### config.mk
export PLATFORM = sky130hd
export DESIGN_NAME = hint_clk_gate
export DESIGN_NICKNAME = d
export VERILOG_FILES = /design/src/rtl/hcg_pkg.sv /design/src/rtl/hcg_mode_dec.sv /design/src/rtl/hcg_hint_reg.sv /design/src/rtl/hcg_unit_gate.sv /design/src/rtl/hint_clk_gate.sv
export SDC_FILE = /design/constraint.sdc
export NUM_CORES = 1
export LEC_CHECK = 0
export BUFFER_PORTS_ARGS = -buffer_cell sky130_fd_sc_hd__buf_2
export CAP_MARGIN = 20
export CORE_AREA = 8 8 45 47
export DETAILED_ROUTE_END_ITERATION = 10
export DIE_AREA = 0 0 53 55
export PLACE_DENSITY = 0.63
export SYNTH_ARGS = -nofsm -noshare
export SYNTH_HDL_FRONTEND = slang
export SYNTH_SLANG_ARGS = --single-unit
### constraint.sdc
create_clock -name clk_i -period 1.2 [get_ports clk_i]
set_input_delay 0.12 -clock clk_i [delete_from_list [all_inputs] [get_ports clk_i]]
set_output_delay 0.12 -clock clk_i [all_outputs]
set_load 0.02 [all_outputs]
### src/rtl/hcg_pkg.sv
package hcg_pkg;

  typedef enum logic [1:0] {
    GATE_FOLLOW = 2'd0,
    GATE_FORCE_ON = 2'd1,
    GATE_FORCE_OFF = 2'd2
  } gate_mode_e;

  function automatic gate_mode_e pick_mode(input logic scan, input logic pwr_en);
    gate_mode_e m;
    if (scan) m = GATE_FORCE_ON;
    else if (!pwr_en) m = GATE_FORCE_OFF;
    else m = GATE_FOLLOW;
    return m;
  endfunction

endpackage

### src/rtl/hcg_mode_dec.sv
module hcg_mode_dec
  import hcg_pkg::*;
(
  input  logic       scan_en_i,
  input  logic       pwr_clk_en_i,
  output gate_mode_e mode_o
);
  always_comb begin
    mode_o = pick_mode(scan_en_i, pwr_clk_en_i);
  end
endmodule

### src/rtl/hcg_hint_reg.sv
module hcg_hint_reg #(
  parameter int unsigned NUM_UNITS = 4
) (
  input  logic                 clk_i,
  input  logic                 rst_ni,
  input  logic                 we_i,
  input  logic [NUM_UNITS-1:0] wdata_i,
  output logic [NUM_UNITS-1:0] hint_o
);
  localparam logic [NUM_UNITS-1:0] HintRst = {NUM_UNITS{1'b1}};

  always_ff @(posedge clk_i or negedge rst_ni) begin
    if (!rst_ni) hint_o <= HintRst;
    else if (we_i) hint_o <= wdata_i;
  end
endmodule

### src/rtl/hcg_unit_gate.sv
module hcg_unit_gate
  import hcg_pkg::*;
(
  input  logic       clk_i,
  input  logic       rst_ni,
  input  gate_mode_e mode_i,
  input  logic       hint_i,
  input  logic       idle_i,
  output logic       en_o
);
  logic en_d;

  always_comb begin
    unique case (mode_i)
      GATE_FORCE_ON:  en_d = 1'b1;
      GATE_FORCE_OFF: en_d = 1'b0;
      default:        en_d = hint_i | ~idle_i;
    endcase
  end

  always_ff @(posedge clk_i or negedge rst_ni) begin
    if (!rst_ni) en_o <= 1'b1;
    else en_o <= en_d;
  end
endmodule

### src/rtl/hint_clk_gate.sv
module hint_clk_gate
  import hcg_pkg::*;
#(
  parameter int unsigned NUM_UNITS = 4
) (
  input  logic                 clk_i,
  input  logic                 rst_ni,
  input  logic                 hint_we_i,
  input  logic [NUM_UNITS-1:0] hint_wdata_i,
  input  logic [NUM_UNITS-1:0] idle_i,
  input  logic                 pwr_clk_en_i,
  input  logic                 scan_en_i,
  output logic [NUM_UNITS-1:0] unit_clk_en_o,
  output logic [NUM_UNITS-1:0] status_o
);
  gate_mode_e           mode;
  logic [NUM_UNITS-1:0] hint_q;
  logic [NUM_UNITS-1:0] en_q;

  hcg_mode_dec u_mode (
    .scan_en_i    (scan_en_i),
    .pwr_clk_en_i (pwr_clk_en_i),
    .mode_o       (mode)
  );

  hcg_hint_reg #(.NUM_UNITS(NUM_UNITS)) u_hint (
    .clk_i   (clk_i),
    .rst_ni  (rst_ni),
    .we_i    (hint_we_i),
    .wdata_i (hint_wdata_i),
    .hint_o  (hint_q)
  );

  for (genvar g = 0; g < NUM_UNITS; g++) begin : g_unit
    hcg_unit_gate u_gate (
      .clk_i  (clk_i),
      .rst_ni (rst_ni),
      .mode_i (mode),
      .hint_i (hint_q[g]),
      .idle_i (idle_i[g]),
      .en_o   (en_q[g])
    );
  end

  // Status is sourced from the registered enable that drives the gate.
  assign unit_clk_en_o = en_q;
  assign status_o      = en_q;
endmodule

Yosys cells after proc, flatten, opt, wreduce, memory -nomap -nowiden
Index checks and enable logic that the tools add are counted.
{ "op_classes": {"mux": 6, "bitwise_logic": 8, "eq_ne": 2} }
{ "op_table": {"columns": ["cell", "n"], "rows": [
  ["one-hot mux 1 bit (2 select lines)", 4],
  ["2-to-1 mux 2 bit", 2],
  ["inverter 1 bit", 4],
  ["bitwise OR 1 bit", 4],
  ["== test 2 x 1 -> 1 bit, second input constant", 1],
  ["== test 2 bit, second input constant", 1]
]} }
{ "totals": {"in_bits": 13, "ff_bits": 8} }

Logic depth before layout (Yosys ltp)
Gate-level depths: netlist of the first run.
{ "depth": {"depth_word": 4, "ltp_mapped": 2, "ltp_nobuf": 2} }

Hierarchy
From an unflattened synthesis of the first run, not the netlist that was laid out.
{ "hier_totals": {"cells_unflattened": 38, "area_unflattened_um2": 416.6} }
{ "modules_own_cells": {"columns": ["module", "instances", "cells_each", "area_per_inst_um2", "seq_area_each_um2"], "rows": [
  ["hcg_unit_gate", 4, 6, 56.3, 26.3],
  ["hcg_hint_reg", 1, 8, 150.1, 105.1],
  ["hint_clk_gate", 1, 4, 30.0, 0.0],
  ["hcg_mode_dec", 1, 2, 11.3, 0.0]
]} }

Least setup slack after synthesis of the first run
OpenSTA, ideal clock, no wires.
{ "synth_timing": {"path_kind": "register -> output", "from": "register g_unit[0].u_gate.en_o", "to": "output port status_o[0]", "n_path_buf": 1, "path_slack_ns": 0.450, "path_stages_with_launch": 2, "arrival_time_ns": 0.630, "cell_sequence": "dfstp_2 -> buf_4"} }
{ "synth_rtl": {"columns": ["item", "line", "source"], "rows": [
  ["start: declaration", "hcg_unit_gate.sv:9", "output logic en_o"],
  ["start signal: assignment", "hcg_unit_gate.sv:23", "else en_o <= en_d;"],
  ["end: declaration", "hint_clk_gate.sv:14", "output logic [NUM_UNITS-1:0] status_o"]
]} }
No word-level cell between the ends.

Worst setup path after layout of the first run
{ "layout_timing": {"from": "register g_unit[3].u_gate.en_o", "to": "output port status_o[3]"} }
{ "layout_rtl": {"columns": ["item", "line"], "rows": [
  ["start: declaration", "hcg_unit_gate.sv:9"],
  ["start signal: assignment", "hcg_unit_gate.sv:23"]
]} }
No word-level cell between the ends.

==> results.toml, run 1 <==
[drt]
vias = 249
wl_per_cell_um = 12.8
viasPerCell = 4.15
drtIter0Drc = 1
ant_nets = 0
drtPass1Iterations = 4
wl_um = 770
drcViolationCount = 0

[floorplanning]
die_x_um = 53
die_area_um2 = 2920
pin_count = 21
start_util = 0.268
core_um2 = 1380
row_count = 14
die_h_um = 55

[sta]
worstMarginPinSlew_ps = 182
drv_slew = 0
rsz0062_at_grt = "no"
fin_crit_sh = 0.871
final.setup_skew_ps = 3.64
tns_ps = 0
worst_slew_margin_rel = 0.879
timing.hold.ws_ps = 88.0
max_freq_mhz = 957
hold_violations = 0
min_period_ps = 1050
setup_viol = 0

[flow_run]
drv_cap = 0

[synthesis]
netlist_top_cells_area = "dfstp_2 57%, buf_4 16%, mux2_1 12%"
yosys.area.top_type = "dfstp_2"
syn-cell-area_um2 = 370
synth_top_cell_area_share = 0.568
yosys_register_bits = 8
synth_nets = 41
avgSynthCellArea_um2 = 13.2
synth_cell_type_count = 5
ys_seq_area_frac = 0.568
synth_warnings = 0
synthCells = 28

[finish]
area_growth_pct = 25.0
layout_common_cells = "20 x buf_2, 8 x dfstp_2, 4 x nand2b_1, 4 x a21o_1, 4 x mux2_1"
drive_gt1_frac = 0.705
fillers = 137
num_antenna_cells = 0
utilization = 0.335
stdcell_count = 60
final_common_cell = "buf_2"
nNetsFinal = 59

[clock_network]
clkSlewWorstSetupHoldPaths_ps = 50
clkLatencyLatePin_ps = 250
ctsResizeCount = 0
cts_tree = "built"
cts.sinks = 8
cts_buffer_depth = 2
cts_made_buffers = 3
cts_max_level = 1
cts_root_buffer = "clkbuf_4"

[setup_path]
critPathBufInv = 1
required_ps = 1080
rr_startpoint = "u_hint.hint_o[2]"
cp_cell_sequence = "buf_2"
crit_family = "flip-flops"
r2r-end = "g_unit[2].u_gate.en_o"
ff2ff_path_depth = 2
cp_num_cells = 1
cpPeakStageDelay_ps = 520
path_class = "flip-flop to output port"
cp-start-kind = "flip-flop"
crit_start = "g_unit[3].u_gate.en_o"
crit_fanout = 2
cpMaxStageDelayCell = "dfstp_2"
end_kind = "output port"
worstPathArrival_ps = 930
reg2reg_slack_ps = 420
endpoint = "status_o[3]"

[min_path]
hold_class = "input port to flip-flop"

[global_routing]
grt_pass1_vias = 302
grt.total_usage = 0.0605
grt-ovfl-total = 0
grt_max_degree = 9
antenna_found_initial = 0
grt_first_pass_wirelength_um = 1260

[power_and_ir_drop]
ir_drop_mv = 0.631
p_per_area_nw_per_um2 = 1350
leakagePower_nw = 0.222
p_total_w = 0.000623

[placement]
place_congestion = 0.672
port_buffers = 20
dp.cells = 56

[status]
status = "finished, final reports clean"
## power by group
| group | internal, W | switching, W |
|---|---|---|
| sequential | 0.000310 | 0.00000844 |
| combinational | 0.0000487 | 0.0000562 |
| clock | 0.000114 | 0.0000856 |
## flip-flops by register name, summed over array words and instances, names as in the netlist
signal / flops
u_hint.hint_o: 4
g_unit.u_gate.en_o: 4
## cell usage after synthesis (all sizes together)
cell type  count
buf            8
a21o           4
mux2           4
nand2b         4
dfstp          8
## how the worst min path moves through the flow
stage	from	endpoint	slack (ps)	cells past startpoint
2_1_floorplan	rst_ni	g_unit[0].u_gate.en_o	-30	0
3_3_place_gp	rst_ni	g_unit[2].u_gate.en_o	190	1
4_1_cts	hint_wdata_i[3]	u_hint.hint_o[3]	80	2
6_report	hint_wdata_i[3]	u_hint.hint_o[3]	90	2
5_1_grt	hint_wdata_i[2]	u_hint.hint_o[2]	80	2
3_5_place_dp	rst_ni	g_unit[2].u_gate.en_o	190	1
## metrics by stage
stage | worst slack (ps) | area (um^2)
after floorplan | 450 | 370
final | 155 | 463
after detailed placement | 414 | 430
after CTS | 137 | 463
after global routing | 119 | 463
after global placement | 414 | 430
## what timing repair did
item,in CTS,in global routing
setup buffers,0,0
hold buffers,1,0
endpoints found under the hold margin,8,0
## cells by family (layout without fill, tap and decap cells)
group           Yosys count  in the layout  share of synthesized area
buf+inv                   8             24                      0.162
mux                       4              4                      0.122
simple gates              4              4                     0.0676
compound gates            4              4                     0.0811
flops                     8              8                      0.568
## metal layers
layer  vias to the layer above  GRT usage  routed length (um)
li1                        117          -                   -
met1                       109     0.0759                 361
met2                        23     0.0762                 244
met3                         0     0.0588                 164
met4                         0          0                   0
met5                         -          0                   0
## cell type report
class | instances | area (um^2) | area share
sequential | 8 | 210 | 0.454
timing repair buffer | 21 | 110 | 0.238
multi-input combinational | 12 | 100 | 0.216
clock buffer | 3 | 22.5 | 0.0486
tap | 16 | 20.0 | 0.0432
No activity file was read; power rests on OpenSTA's default activity.
==> run 2, diff against run 1 <==
- ABC_AREA: not set -> 1
- clock period: 1.2 -> 1.3 ns (I/O delays scaled with it)
==> run 2 against run 1 <==
  * Sequential power fell by 9.1%
  * Cell count rose by 22%
  * Clock skew fell by 3.5 ps
  * Routed wire length fell by 1.7%
  * Register-to-register slack improved by 100 ps
  * Largest power group unchanged
==> results.toml, run 2 <==
[status]
status = "finished, final reports clean"

[global_routing]
grt_pass1_vias = 295
grt-ovfl-total = 0
grt.total_usage = 0.0590
grt_first_pass_wirelength_um = 1150
grt_max_degree = 9
antenna_found_initial = 0

[setup_path]
cpMaxStageDelayCell = "dfstp_2"
reg2reg_slack_ps = 520
crit_family = "flip-flops"
cpPeakStageDelay_ps = 520
path_class = "flip-flop to output port"
end_kind = "output port"
cp-start-kind = "flip-flop"
required_ps = 1170
critPathBufInv = 1
crit_fanout = 2
cp_cell_sequence = "buf_2"
worstPathArrival_ps = 930
rr_startpoint = "u_hint.hint_o[0]"
crit_start = "g_unit[0].u_gate.en_o"

[synthesis]
yosys.area.top_type = "dfstp_2"
async_reset_ff_frac = 1.00
synth_nets = 54
netlist_top_cells_area = "dfstp_2 57%, buf_4 16%, nand2_1 16%"
yosys_register_bits = 8
synth_edf_count = 0
ys_seq_area_frac = 0.569
synth_top_cell_area_share = 0.569
synth_warnings = 0
synthCells = 41
syn-cell-area_um2 = 369
synth_flop_cell = "dfstp_2"
netlist_top_cells_count = "16 x nand2_1, 8 x buf_4, 8 x dfstp_2, 5 x inv_1, 4 x o21ai_0"
synth_cell_type_count = 5
yosysMostFrequentCell = "nand2_1"
avgSynthCellArea_um2 = 9.00

[drt]
viasPerCell = 3.79
wl_um = 757
drtIter0Drc = 0
drcViolationCount = 0
wl_per_cell_um = 10.4
ant_nets = 0
drtPass1Iterations = 1
vias = 277

[floorplanning]
core_um2 = 1380
row_count = 14
die_h_um = 55
die_x_um = 53
die_area_um2 = 2920
pin_count = 21
start_util = 0.267

[placement]
port_buffers = 20
place_congestion = 0.660
hpwl_um = 637
place_area_um2 = 429

[sta]
min_period_ps = 1060
setup_viol = 0
worstMarginPinSlew_ps = 177
final.setup_skew_ps = 0.0976
fin_crit_sh = 0.817
rsz0062_at_grt = "no"
tns_ps = 0
worst_slew_margin_rel = 0.882
drv_slew = 0
max_freq_mhz = 942
hold_violations = 0

[clock_network]
postCtsSetupBuffers = 0
cts_root_buffer = "clkbuf_4"
clkLatencyLatePin_ps = 260
cts_buffer_depth = 2
clkSlewWorstSetupHoldPaths_ps = 60
cts_tree = "built"
cts.sinks = 8
ctsResizeCount = 0
cts_max_level = 1
cts_made_buffers = 3

[finish]
layout_common_cells = "20 x buf_2, 16 x nand2_1, 8 x dfstp_2"
fin_area_um2 = 462
nNetsFinal = 72
drive_gt1_frac = 0.544
top_regs = "g_unit.u_gate.en_o (4), u_hint.hint_o (4)"
final_common_cell = "buf_2"
num_antenna_cells = 0
area_growth_pct = 25.1

[min_path]
worstHoldStart = "idle_i[1]"
hold_class = "input port to flip-flop"

[flow_run]
drv_cap = 0

[power_and_ir_drop]
ir_drop_mv = 0.326
leakagePower_nw = 0.245
p_per_area_nw_per_um2 = 1260
## run 2: cell type report
type,instances,area [um^2]
Fill cell,155,922
Sequential cell,8,210
Timing Repair Buffer,21,110
Multi-Input combinational cell,20,80.1
Clock buffer,3,22.5
Tap cell,16,20.0
Inverter,5,18.8
## run 2: where the power goes
| part | switching [W] | leakage (nW) | internal [W] |
|---|---|---|---|
| sequential | 0.00000576 | 0.0841 | 0.000283 |
| clock | 0.0000889 | 0.0138 | 0.000106 |
| combinational | 0.0000586 | 0.147 | 0.0000371 |
| total | 0.000153 | 0.245 | 0.000427 |
## run 2: worst paths after layout
check / to / depth (start not counted)
max: unit_clk_en_o[0] / 1
min: g_unit[1].u_gate.en_o / 4
max reg2reg: u_hint.hint_o[0] / 2
min reg2reg: u_hint.hint_o[2] / 2
max in group asynchronous: u_hint.hint_o[2] / 2
min in group asynchronous: g_unit[1].u_gate.en_o / 2
## run 2: repair_timing
item                                    4_1_cts  5_1_grt
endpoints found under the setup margin        0        0
hold buffers                                  1        0
endpoints found under the hold margin         8        0
## run 2: logic make-up after synthesis
group | after synthesis | synth area share
and+or+nand+nor | 16 | 0.163
buffers and inverters | 13 | 0.214
DFF | 8 | 0.569
AOI/OAI and AO/OA | 4 | 0.0542
## run 2: metrics by stage
stage	hold WS [ps]	total power, W	worst slack, ps	std cells	util
2_1_floorplan	-17.8	0.000365	540	41	-
3_3_place_gp	180	0.000385	518	69	0.310
3_5_place_dp	197	0.000389	510	69	0.310
4_1_cts	75.0	0.000593	223	73	0.334
5_1_grt	88.1	0.000616	196	73	0.334
6_report	81.6	0.000580	238	73	0.334
## run 2: routing by layer
layer / GRT usage / wire, um
met1: 0.0577 / 286
met2: 0.0859 / 317
met3: 0.0294 / 124
met4: 0.0647 / 29
met5: 0 / 0
==> run 3, diff against run 2 <==
- clock period: 1.3 -> 1.1 ns (I/O delays scaled with it)
==> run 3 against run 2 <==
  * Sequential cell count is the same
  * Count of clock-buffer cells in the layout is the same
  * Worst hold slack lost 22 ps
  * Via count grew 2.5%
  * Routed wire length grew 0.53%
  * Global-route usage grew 0.28 points
  * First-iteration DRC count grew 1
  * Worst setup slack lost 180 ps
  * Register-to-register slack lost 190 ps
==> results.toml, run 3 (synthesis results as in run 2) <==
[sta]
fin_crit_sh = 0.946
rsz0062_at_grt = "no"
finalWorstSetupSlack_ps = 59.7
setup_viol = 0
max_freq_mhz = 961
worstMarginPinSlew_ps = 174
final.setup_skew_ps = 0.115
drv_slew = 0
tns_ps = 0
timing.hold.ws_ps = 59.7
worst_slew_margin_rel = 0.884
min_period_ps = 1040
hold_violations = 0

[floorplanning]
die_h_um = 55
die_x_um = 53
start_util = 0.267
row_count = 14
pin_count = 21
die_area_um2 = 2920
core_um2 = 1380

[status]
status = "finished, final reports clean"

[clock_network]
cts_root_buffer = "clkbuf_4"
ctsResizeCount = 0
cts_tree = "built"
cts_buffer_depth = 2
cts_max_level = 1
clkSlewWorstSetupHoldPaths_ps = 60
cts_made_buffers = 3
cts.sinks = 8
clkLatencyLatePin_ps = 260

[global_routing]
grt_max_degree = 9
grt.total_usage = 0.0618
grt_pass1_vias = 305
grt-ovfl-total = 0
antenna_found_initial = 0
grt_first_pass_wirelength_um = 1230

[power_and_ir_drop]
leakagePower_nw = 0.245
intPower_w = 0.000504
clkPwrFrac = 0.335
p_switching_w = 0.000180
p_per_area_nw_per_um2 = 1480
pwr-share-seq = 0.500
ir_drop_mv = 0.395
swShare = 0.263
power_frac_comb = 0.165

[setup_path]
crit_start = "g_unit[0].u_gate.en_o"
path_class = "flip-flop to output port"
rr_startpoint = "u_hint.hint_o[1]"
cp_cell_sequence = "buf_2"
cp-start-kind = "flip-flop"
reg2reg_slack_ps = 330
cpMaxStageDelayCell = "dfstp_2"
worstPathArrival_ps = 930
end_kind = "output port"
required_ps = 990
critPathBufInv = 1
cpPeakStageDelay_ps = 520
crit_family = "flip-flops"
crit_fanout = 2

[finish]
nNetsFinal = 72
fillers = 158
final_common_cell = "buf_2"
ff_latch_area_um2 = 210
area_growth_pct = 25.1
drive_gt1_frac = 0.544
num_antenna_cells = 0
multi_input_comb_area_um2 = 80.1
top_regs = "g_unit.u_gate.en_o (4), u_hint.hint_o (4)"
fin_area_um2 = 462
utilization = 0.334
layout_common_cells = "20 x buf_2, 16 x nand2_1, 8 x dfstp_2"

[drt]
drcViolationCount = 0
vias = 284
drtIter0Drc = 1
drtPass1Iterations = 2
wl_um = 761
wl_per_cell_um = 10.4
viasPerCell = 3.89
ant_nets = 0

[placement]
hpwl_um = 628
port_buffers = 20
place_area_um2 = 429
dp_slack_ps = 327
place_congestion = 0.660

[min_path]
hold_class = "input port to flip-flop"
worstHoldStart = "idle_i[1]"

[flow_run]
drv_cap = 0
==> run 3: cell counts in the layout (fill, tap and decap cells not counted) <==
Identical to the previous run, type by type.
==> run 3: power by group through the flow <==
stage                     sequential, W  combinational (W)  clock (W)
after floorplan                0.000346          0.0000858          0
after CTS                      0.000342           0.000115   0.000243
after global placement         0.000345           0.000111          0
after global routing           0.000346           0.000128   0.000256
after detailed placement       0.000347           0.000112          0
final                          0.000342           0.000113   0.000229
==> run 3: worst register-to-register path, cell delays in order, from the launching register on <==
cell and delay, ps:
dfstp_2 510, inv_1 50, o21ai_0 140
==> run 3: stage by stage <==
step | cells | total power (W)
2_1_floorplan | 41 | 0.000432
5_1_grt | 73 | 0.000730
6_report | 73 | 0.000684
4_1_cts | 73 | 0.000701
3_5_place_dp | 69 | 0.000459
3_3_place_gp | 69 | 0.000455
==> run 3: what timing repair did <==
item | 4_1_cts | 5_1_grt
buffers inserted | 0 | 0
endpoints found under the hold margin | 8 | 0
hold buffers | 1 | 0
==> run 3: path summary, 6_finish.rpt <==
path | cells past startpoint | endpoint
hold reg to reg | 2 | u_hint.hint_o[3]
hold / removal | 4 | g_unit[1].u_gate.en_o
min in group asynchronous | 2 | g_unit[1].u_gate.en_o
setup reg to reg | 2 | u_hint.hint_o[1]
max in group asynchronous | 2 | u_hint.hint_o[3]
setup / recovery | 1 | unit_clk_en_o[0]
==> run 3: layout make-up <==
| cell class | instances | area share |
|---|---|---|
| clock buffer | 3 | 0.0488 |
| inverter | 5 | 0.0407 |
| tap | 16 | 0.0434 |
| multi-input combinational | 20 | 0.173 |
| timing repair buffer | 21 | 0.238 |
| sequential | 8 | 0.455 |
==> run 3: per-layer routing <==
layer  vias to the layer above  share of wire  global-route usage
met4                         0          0.038              0.0647
met5                         -              0                   0
li1                        146              -                   -
met1                       116           0.41              0.0624
met3                         3           0.11              0.0241
met2                        19           0.44              0.0938
